===== src/rtl/srf_pkg.sv =====
package srf_pkg;
   typedef enum logic {
      SC_IDLE = 1'b0,
      SC_SCAN = 1'b1
   } scan_state_t;
endpackage


===== src/rtl/srf_range_mask.sv =====
module srf_range_mask #(
   parameter int N = 64,
   parameter int W = 8
) (
   input  logic         en,
   input  logic [W-1:0] base,
   input  logic [W-1:0] count,
   output logic [N-1:0] mask
);
   localparam int EW = W + 1;

   if (N < 1) begin : g_bad_n
      $error("srf_range_mask: N must be positive");
   end
   if ((2 ** W) <= N) begin : g_bad_w
      $error("srf_range_mask: W too narrow for N");
   end

   logic [EW-1:0] lo_ext;
   logic [EW-1:0] hi_ext;
   assign lo_ext = {1'b0, base};
   assign hi_ext = {1'b0, base} + {1'b0, count};

   for (genvar i = 0; i < N; i++) begin : g_bit
      localparam logic [EW-1:0] IPOS = EW'(i);
      assign mask[i] = en && (IPOS >= lo_ext) && (IPOS < hi_ext);
   end
endmodule


===== src/rtl/srf_slot_map.sv =====
module srf_slot_map #(
   parameter int SLOTS = 64
) (
   input  logic             clk,
   input  logic             rst_n,
   input  logic [SLOTS-1:0] set_mask,
   input  logic [SLOTS-1:0] clr_mask,
   output logic [SLOTS-1:0] map_q
);
   always_ff @(posedge clk) begin
      if (!rst_n) map_q <= '0;
      else        map_q <= (map_q | set_mask) & ~clr_mask;
   end

   // a cleared slot reads 0 on the next cycle, whatever the set range did
   assert_clear_wins_R3: assert property (@(posedge clk) disable iff (!rst_n)
      1'b1 |=> ((map_q & $past(clr_mask)) == '0));

   // a slot set without a clear reads 1 on the next cycle
   assert_set_sticks_R2: assert property (@(posedge clk) disable iff (!rst_n)
      1'b1 |=> (((~map_q) & $past(set_mask & ~clr_mask)) == '0));
endmodule


===== src/rtl/srf_scanner.sv =====
module srf_scanner
   import srf_pkg::*;
#(
   parameter int SLOTS = 64,
   parameter int CW    = 8,
   parameter int IDX_W = 6
) (
   input  logic             clk,
   input  logic             rst_n,
   input  logic             start,
   input  logic [CW-1:0]    size,
   input  logic             window_free,
   output logic [CW-1:0]    cand,
   output logic [CW-1:0]    size_q,
   output logic             busy,
   output logic             done,
   output logic             found,
   output logic [IDX_W-1:0] base
);
   scan_state_t state;
   logic        size_bad;
   logic        past_end;

   assign size_bad = (size == '0) || (size > CW'(SLOTS));
   assign past_end = (cand + size_q) > CW'(SLOTS);
   assign busy     = (state == SC_SCAN);

   always_ff @(posedge clk) begin
      if (!rst_n) begin
         state  <= SC_IDLE;
         cand   <= '0;
         size_q <= '0;
         done   <= 1'b0;
         found  <= 1'b0;
         base   <= '0;
      end else begin
         done <= 1'b0;
         unique case (state)
            SC_IDLE: begin
               if (start) begin
                  found <= 1'b0;
                  if (size_bad) begin
                     done <= 1'b1;
                  end else begin
                     state  <= SC_SCAN;
                     cand   <= '0;
                     size_q <= size;
                  end
               end
            end
            SC_SCAN: begin
               if (past_end) begin
                  done  <= 1'b1;
                  found <= 1'b0;
                  state <= SC_IDLE;
               end else if (window_free) begin
                  done  <= 1'b1;
                  found <= 1'b1;
                  base  <= cand[IDX_W-1:0];
                  state <= SC_IDLE;
               end else begin
                  cand <= cand + size_q;
               end
            end
            default: state <= SC_IDLE;
         endcase
      end
   end

   // completion is never reported while still scanning
   assert_done_not_busy_R4: assert property (@(posedge clk) disable iff (!rst_n)
      done |-> !busy);

   // a scan never ends silently
   assert_scan_ends_done_R4: assert property (@(posedge clk) disable iff (!rst_n)
      $fell(busy) |-> done);

   // a reported run is aligned and fits in the bitmap
   assert_aligned_fit_R5: assert property (@(posedge clk) disable iff (!rst_n)
      (done && found) |-> (((CW'(base) % size_q) == '0) &&
                           ((CW'(base) + size_q) <= CW'(SLOTS))));

   // an unusable size completes at once, empty-handed
   assert_bad_size_R7: assert property (@(posedge clk) disable iff (!rst_n)
      (start && !busy && size_bad) |=> (done && !found && !busy));

   // a start during a scan changes nothing of the scan
   assert_ignore_start_R8: assert property (@(posedge clk) disable iff (!rst_n)
      (busy && start) |=> ((busy || done) && $stable(size_q)));

   // the result holds while idle without a new start
   assert_result_hold_R9: assert property (@(posedge clk) disable iff (!rst_n)
      (!busy && !start) |=> ($stable(found) && $stable(base)));
endmodule


===== src/rtl/slot_run_finder.sv =====
module slot_run_finder #(
   parameter int SLOTS  = 64,
   parameter int IDX_W  = $clog2(SLOTS),
   parameter int SIZE_W = $clog2(SLOTS + 1)
) (
   input  logic              clk,
   input  logic              rst_n,
   input  logic              set_en,
   input  logic [IDX_W-1:0]  set_base,
   input  logic [SIZE_W-1:0] set_count,
   input  logic              clr_en,
   input  logic [IDX_W-1:0]  clr_base,
   input  logic [SIZE_W-1:0] clr_count,
   input  logic              search_start,
   input  logic [SIZE_W-1:0] search_size,
   output logic              busy,
   output logic              done,
   output logic              found,
   output logic [IDX_W-1:0]  run_base,
   output logic [SLOTS-1:0]  active_map
);
   localparam int CW = SIZE_W + 1;

   if (SLOTS < 2) begin : g_bad_slots
      $error("slot_run_finder: SLOTS must be at least 2");
   end
   if ((2 ** IDX_W) < SLOTS) begin : g_bad_idx
      $error("slot_run_finder: IDX_W too narrow");
   end
   if ((2 ** SIZE_W) <= SLOTS) begin : g_bad_size
      $error("slot_run_finder: SIZE_W too narrow");
   end

   logic [SLOTS-1:0] set_mask;
   logic [SLOTS-1:0] clr_mask;
   logic [SLOTS-1:0] win_mask;
   logic [CW-1:0]    cand;
   logic [CW-1:0]    size_q;
   logic             window_free;

   srf_range_mask #(.N(SLOTS), .W(CW)) u_set_rng (
      .en(set_en), .base(CW'(set_base)), .count(CW'(set_count)), .mask(set_mask));

   srf_range_mask #(.N(SLOTS), .W(CW)) u_clr_rng (
      .en(clr_en), .base(CW'(clr_base)), .count(CW'(clr_count)), .mask(clr_mask));

   srf_range_mask #(.N(SLOTS), .W(CW)) u_win_rng (
      .en(busy), .base(cand), .count(size_q), .mask(win_mask));

   srf_slot_map #(.SLOTS(SLOTS)) u_map (
      .clk(clk), .rst_n(rst_n), .set_mask(set_mask), .clr_mask(clr_mask),
      .map_q(active_map));

   assign window_free = ~|(active_map & win_mask);

   srf_scanner #(.SLOTS(SLOTS), .CW(CW), .IDX_W(IDX_W)) u_scan (
      .clk(clk), .rst_n(rst_n), .start(search_start), .size(CW'(search_size)),
      .window_free(window_free), .cand(cand), .size_q(size_q), .busy(busy),
      .done(done), .found(found), .base(run_base));
endmodule


===== config.mk =====
export PLATFORM = sky130hd
export DESIGN_NAME = slot_run_finder
export DESIGN_NICKNAME = d
export VERILOG_FILES = /design/src/rtl/srf_pkg.sv /design/src/rtl/srf_range_mask.sv /design/src/rtl/srf_slot_map.sv /design/src/rtl/srf_scanner.sv /design/src/rtl/slot_run_finder.sv
export SDC_FILE = /design/constraint.sdc
export NUM_CORES = 1
export LEC_CHECK = 0
export BUFFER_PORTS_ARGS = -buffer_cell sky130_fd_sc_hd__buf_2
export CELL_PAD_IN_SITES_DETAIL_PLACEMENT = 0
export CELL_PAD_IN_SITES_GLOBAL_PLACEMENT = 2
export CORE_MARGIN = 2
export CORE_UTILIZATION = 37
export DETAILED_ROUTE_END_ITERATION = 8
export PLACE_DENSITY_LB_ADDON = 0.25
export SYNTH_ARGS = -nofsm -noshare
export SYNTH_HDL_FRONTEND = slang
export SYNTH_HIERARCHICAL = 1
export SYNTH_SLANG_ARGS = --single-unit

===== constraint.sdc =====
create_clock -name clk -period 7.4 [get_ports clk]
set_input_delay 1.48 -clock clk [delete_from_list [all_inputs] [get_ports clk]]
set_output_delay 1.48 -clock clk [all_outputs]
set_load 0.02 [all_outputs]

**Word level (Yosys, flattened, before mapping)**

Index checks and enable logic that the tools add are counted.
Widths: inputs -> output; s select.

- Register bits: 88
- Input port bits: 38
- Output and inout port bits: 73
- Word-level logic and storage cells: 820

- Add/subtract/negate cells: 4
- Magnitude comparators: 386
- Equality and inequality tests: 5
- Muxes and demuxes: 19
- Bitwise operators: 8
- Reduce and logical (&&, ||, !) cells: 391

Operators by type and width:

| cell | number |
|---|---|
| $lt 6x9->1 const A | 96 |
| $lt 5x9->1 const A | 48 |
| $ge 6x6->1 const A | 64 |
| $logic_and 1x1->1 | 384 |
| $ge 6x8->1 const A | 32 |
| $lt 4x9->1 const A | 24 |
| $ge 5x6->1 const A | 32 |
| $and 64x64->64 | 2 |
| $ge 5x8->1 const A | 16 |
| $lt 3x9->1 const A | 12 |
| $ge 4x6->1 const A | 16 |
| $ge 4x8->1 const A | 8 |
| $not 64->64 | 1 |
| $or 64x64->64 | 1 |
| $reduce_or 64->1 | 1 |
| $lt 1x9->1 const A | 6 |
| $lt 2x9->1 const A | 6 |
| $ge 3x6->1 const A | 8 |
| $ge 3x8->1 const A | 4 |
| $mux 8 | 4 |
| $ge 1x6->1 const A | 4 |
| $ge 2x6->1 const A | 4 |
| $add 6x7->8 | 2 |
| $ge 1x8->1 const A | 2 |
| 16 further kinds | 36 |

**Longest topological paths before layout**

- Depth after elaboration: 8
- Mapped depth: 19

**By module**

Netlist, hierarchy kept.

Modules (own cells, without submodules):

| module | times used | cells each | area an instance (sq um) |
|---|---|---|---|
| srf_range_mask | 3 | 291 | 1711.6 |
| srf_slot_map | 1 | 198 | 2031.9 |
| srf_scanner | 1 | 142 | 1377.6 |
| slot_run_finder | 1 | 38 | 371.6 |

**Worst setup path after synthesis**

Ideal clock, no wire load.

- Path kind: input port to flip-flop
- Start point: input port set_base[1]
- End point: register u_map.map_q[57]
- Setup time: 80 ps
- Data arrival time: 3966 ps
- Required time: 7320 ps
- Setup slack: 3354 ps
- Stages: 13
- Path buffers: 3
- Cells stage by stage: clkbuf_1 -> inv_1 -> fa_1 -> nand2b_1 -> a21oi_2 -> xor2_2 -> and2_0 -> buf_2 -> buf_6 -> nand3_1 -> a221oi_1 -> nor2_1 -> nor3b_1

- Cells in the longest elaborated chain, start to end: 5
- Elaborated cells on any way between the ends: 7

RTL lines:

| what | line | RTL |
|---|---|---|
| start: declaration | slot_run_finder.sv:9 | `input logic [IDX_W-1:0] set_base,` |
| $add 6x7->8 or $ge 6x6->1 (tied branches) | srf_range_mask.sv:22, srf_range_mask.sv:26 |  |
| $lt 6x9->1 or $logic_and 1x1->1 (tied branches) | srf_range_mask.sv:26 | `assign mask[i] = en && (IPOS >= lo_ext) && (IPOS < hi_ext);` |
| $logic_and 1x1->1 (*) | srf_range_mask.sv:26 |  |
| named net set_mask[57] | slot_run_finder.sv:34 | `logic [SLOTS-1:0] set_mask;` |
| $or 64x64->64 (*) | srf_slot_map.sv:12 | `else map_q <= (map_q \| set_mask) & ~clr_mask;` |
| $and 64x64->64 (*) | srf_slot_map.sv:12 |  |
| end signal: assignment | srf_slot_map.sv:12 |  |
| end: declaration | srf_slot_map.sv:8 | `output logic [SLOTS-1:0] map_q` |

The timed path passes the listed nets; every way through them passes the cells marked *.
A chain may end at the register's enable or synchronous reset.

**Final worst setup path**

- Start point: register u_scan.cand[1]
- End point: register u_scan.cand[7]

- Cells in the longest elaborated chain, start to end: 7
- Elaborated cells on any way between the ends: 267

RTL lines:

| what | line | RTL |
|---|---|---|
| start: declaration | srf_scanner.sv:13 | `output logic [CW-1:0] cand,` |
| start signal: assignment | srf_scanner.sv:62 | `cand <= cand + size_q;` |
| $add 8x7->9 or $ge 1x8->1 (tied branches) | srf_range_mask.sv:22, srf_range_mask.sv:26 |  |
| $lt 1x9->1 or $logic_and 1x1->1 (tied branches) | srf_range_mask.sv:26 |  |
| $logic_and 1x1->1 (*) | srf_range_mask.sv:26 |  |
| named net win_mask[1] | slot_run_finder.sv:36 | `logic [SLOTS-1:0] win_mask;` |
| $and 64x64->64 (*) | slot_run_finder.sv:54 | `assign window_free = ~\|(active_map & win_mask);` |
| $reduce_or 64->1 (*) | slot_run_finder.sv:54 |  |
| $ne 2x2->1 (no source line) (*) | - |  |
| $reduce_and 4->1 (no source line) (*) | - |  |

The timed path passes the listed nets; every way through them passes the cells marked *. The select of a mux whose other input is x is not followed.

==> flow_summary.ini <==
[synthesis]
ys_ff_latch = 89
syn_area_mm2 = 0.00892
synth_mux_area_share_pct = 2.25
ys_types = 64
synth_seq_area_share_pct = 20.0
synth_compound_area_share_pct = 31.3
synth_xor_area_share_pct = 2.75
synth_fa_ha_area_share_pct = 5.25
synthSimpleGateAreaFrac_pct = 32.1
async_reset_ff_share_pct = 0
yosysWarnings = 6
netlist_instances = 1251
synthTopCellsByArea = dfxtp_1 20%, a221oi_1 8.2%, nand2_1 6.7%
synth_top_cell_area_share_pct = 20.0
synth-main-ff-cell = dfxtp_1
synth_edf_count = 0
synthTopCellsByCount = 160 x nand2_1, 160 x nor2_1, 91 x o21ai_0
synth.avg_cell_area_um2 = 7.13
yosysTopAreaCell = dfxtp_1
synth_top_family_by_area = simple AND/OR/NAND/NOR gates

[sta]
slew_headroom_pct = 24.4
period_minus_slack_ns = 5.28
setup-tns-final_ns = 0
max_freq_ghz = 0.189
finalSetupViolCount = 0
worst_pin_slew_ns = 1.13
fin_crit_sh_pct = 71.4
skew_ns = 0.0145
hold_viol_final = 0
finalMaxSlewViolations = 0
rsz0062_at_grt = false

[power]
clkPwrFrac_pct = 32.3
intPower_uw = 939
p_comb_share_pct = 33.9
total_power_uw = 1540
power_density_mw_per_mm2 = 155
swShare_pct = 38.9
p_seq_share_pct = 33.8
leakagePower_uw = 0.00377
power_switching_uw = 598
peakVddDrop_mv = 0.0916

[cells_and_area]
drive_above_1_share_pct = 14.6
finalNonFillerCells = 1631
area_growth_pct = 11.2
nets = 1381
fin_util_pct = 42.1
multiInputGateArea_mm2 = 0.00663
fillCellCount = 2601
antenna_cells = 0
fin_area_mm2 = 0.00991
seq_area_mm2 = 0.00178

[routing]
vias = 10400
drcViolationCount = 0
routedWlPerCell_um = 25.0
via_per_inst = 6.41
drt_iter0_drc = 1359
drtPass1Iterations = 6
wirelength_mm = 40.8
postRouteAntennaNets = 0

[grt]
grt_overflow = 0
grt_usage_pct = 30.8
grt_use_met1_pct = 42.8
antenna_found_initial = 0
grt_pass1_wl_mm = 60.6
grt_use_met3_pct = 5.31
met2_usage_pct = 47.9
grt_max_degree = 94
grt_pass1_vias = 9467
top_usage_layer = met2

[die]
dieWidth_um = 159
row_count = 56
initial_utilization_pct = 37.9
coreArea_mm2 = 0.0235
pin_count = 111
die_area_mm2 = 0.0254
die_h_um = 159

[setup_path]
startpoint_type = register
cpPeakStageDelay_ns = 0.70
arrival_ns = 5.57
worst-path-buf-inv = 3
critPathMaxFanout = 18
crit_path_cell_trace = inv_1 -> fa_1 -> nand2b_1 -> a211oi_1 -> o21ai_0 -> a22oi_4 -> buf_4 -> nor3b_2 -> a311oi_1 -> a22o_1 -> a221oi_1 -> nand4_1 -> nor4_2 -> inv_1 -> o2111ai_2 -> and4_1
cpMostUsedCell = inv_1
cp-end-kind = register
crit_path_top_delay_cell = dfxtp_1
cpLargestDelayFamily = compound AO/OA/AOI/OAI gates
path_class = reg2reg
required_ns = 7.69

[clock_tree]
htreeDepth = 3
cts-buffers-inserted = 9
hold_buffers = 0
ctsResizeCount = 0
clock_sinks = 89
root_buffer = clkbuf_16
cts_tree = built
clockBufferDepth = 2
clk_latency_ns = 0.34
post_cts_buffers = 0
clk_pin_slew_worst_paths_ns = 0.07

[placed_design]
gp_congestion = 0.935
place_area_mm2 = 0.00960
place_hpwl_mm = 30.2
io_buffers = 110
dp.cells = 1616

[worst_hold_path]
hp-class = reg2reg

[run]
drv_cap = 0

[outcome]
status = finished, final reports clean
==> cell usage in the layout (no fill, tap or decap), types with 23 or more instances in the layout <==
cell	n
nor2_1	160
a21oi_1	77
dfxtp_1	89
o21ai_0	91
nand2_1	160
buf_2	110
ha_1	31
nor3b_1	64
nand3_1	66
buf_4	23
a211oi_1	45
a221oi_1	83
==> worst reg2reg max path, stage by stage (launching register included) <==
cell and delay (ns):
dfxtp_1 0.70, inv_1 0.23, fa_1 0.53, nand2b_1 0.20, a211oi_1 0.24, o21ai_0 0.17
a22oi_4 0.48, buf_4 0.35, nor3b_2 0.43, a311oi_1 0.20, a22o_1 0.21, a221oi_1 0.21
nand4_1 0.18, nor4_2 0.45, inv_1 0.10, o2111ai_2 0.27, and4_1 0.28
==> logic make-up after synthesis <==
group,after synthesis
AO/OA/AOI/OAI,389
multiplexers,20
XOR/XNOR,22
adder cells (fa/ha/maj),35
AND/OR/NAND/NOR,572
other,1
flip-flops,89
buffers and inverters,123
==> path summary, 6_finish.rpt <==
kind / start / end / slack [ns] / depth (start not counted)
setup / recovery: u_scan/cand[1] / u_scan/cand[7] / 2.12 / 16
hold / removal: u_scan/base[4] / u_scan/base[4] / 0.46 / 2
setup reg to reg: u_scan/cand[1] / u_scan/cand[7] / 2.12 / 16
hold reg to reg: u_scan/base[4] / u_scan/base[4] / 0.46 / 2
==> power groups by stage <==
stage / combinational (uW) / clock (uW) / sequential (uW)
2_1_floorplan: 348 / 0 / 530
4_1_cts: 503 / 501 / 518
3_3_place_gp: 502 / 0 / 530
6_report: 521 / 497 / 519
3_5_place_dp: 501 / 0 / 529
5_1_grt: 560 / 520 / 520
==> metal layers <==
metal	wire, um	share of wire [%]
met1	17300	42
met3	4020	9.8
met2	17900	44
met4	1610	3.9
met5	0	0
==> registers in the layout, summed over array words and instances (netlist names) <==
register,flops
u_scan/done,1
u_scan/size_q,8
u_scan/base,6
u_scan/found,1
u_scan/busy,1
u_map/map_q,64
u_scan/cand,8
==> through the flow <==
step	hold slack, ns	setup WS (ns)
finish	0.460	2.12
global route	0.481	1.79
CTS	0.465	2.16
detailed placement	0.457	2.17
global placement	0.448	2.25
floorplan	0.480	3.35
==> final cells by class <==
class                   count  area share [%]
clock buffers              10            2.31
clock inverters             5           0.820
inverters                  18           0.681
multi-input cells        1057            66.9
flip-flops and latches     89            18.0
well taps                 319            4.03
repair buffers            133            7.29
(Power assumes the default switching activity.)
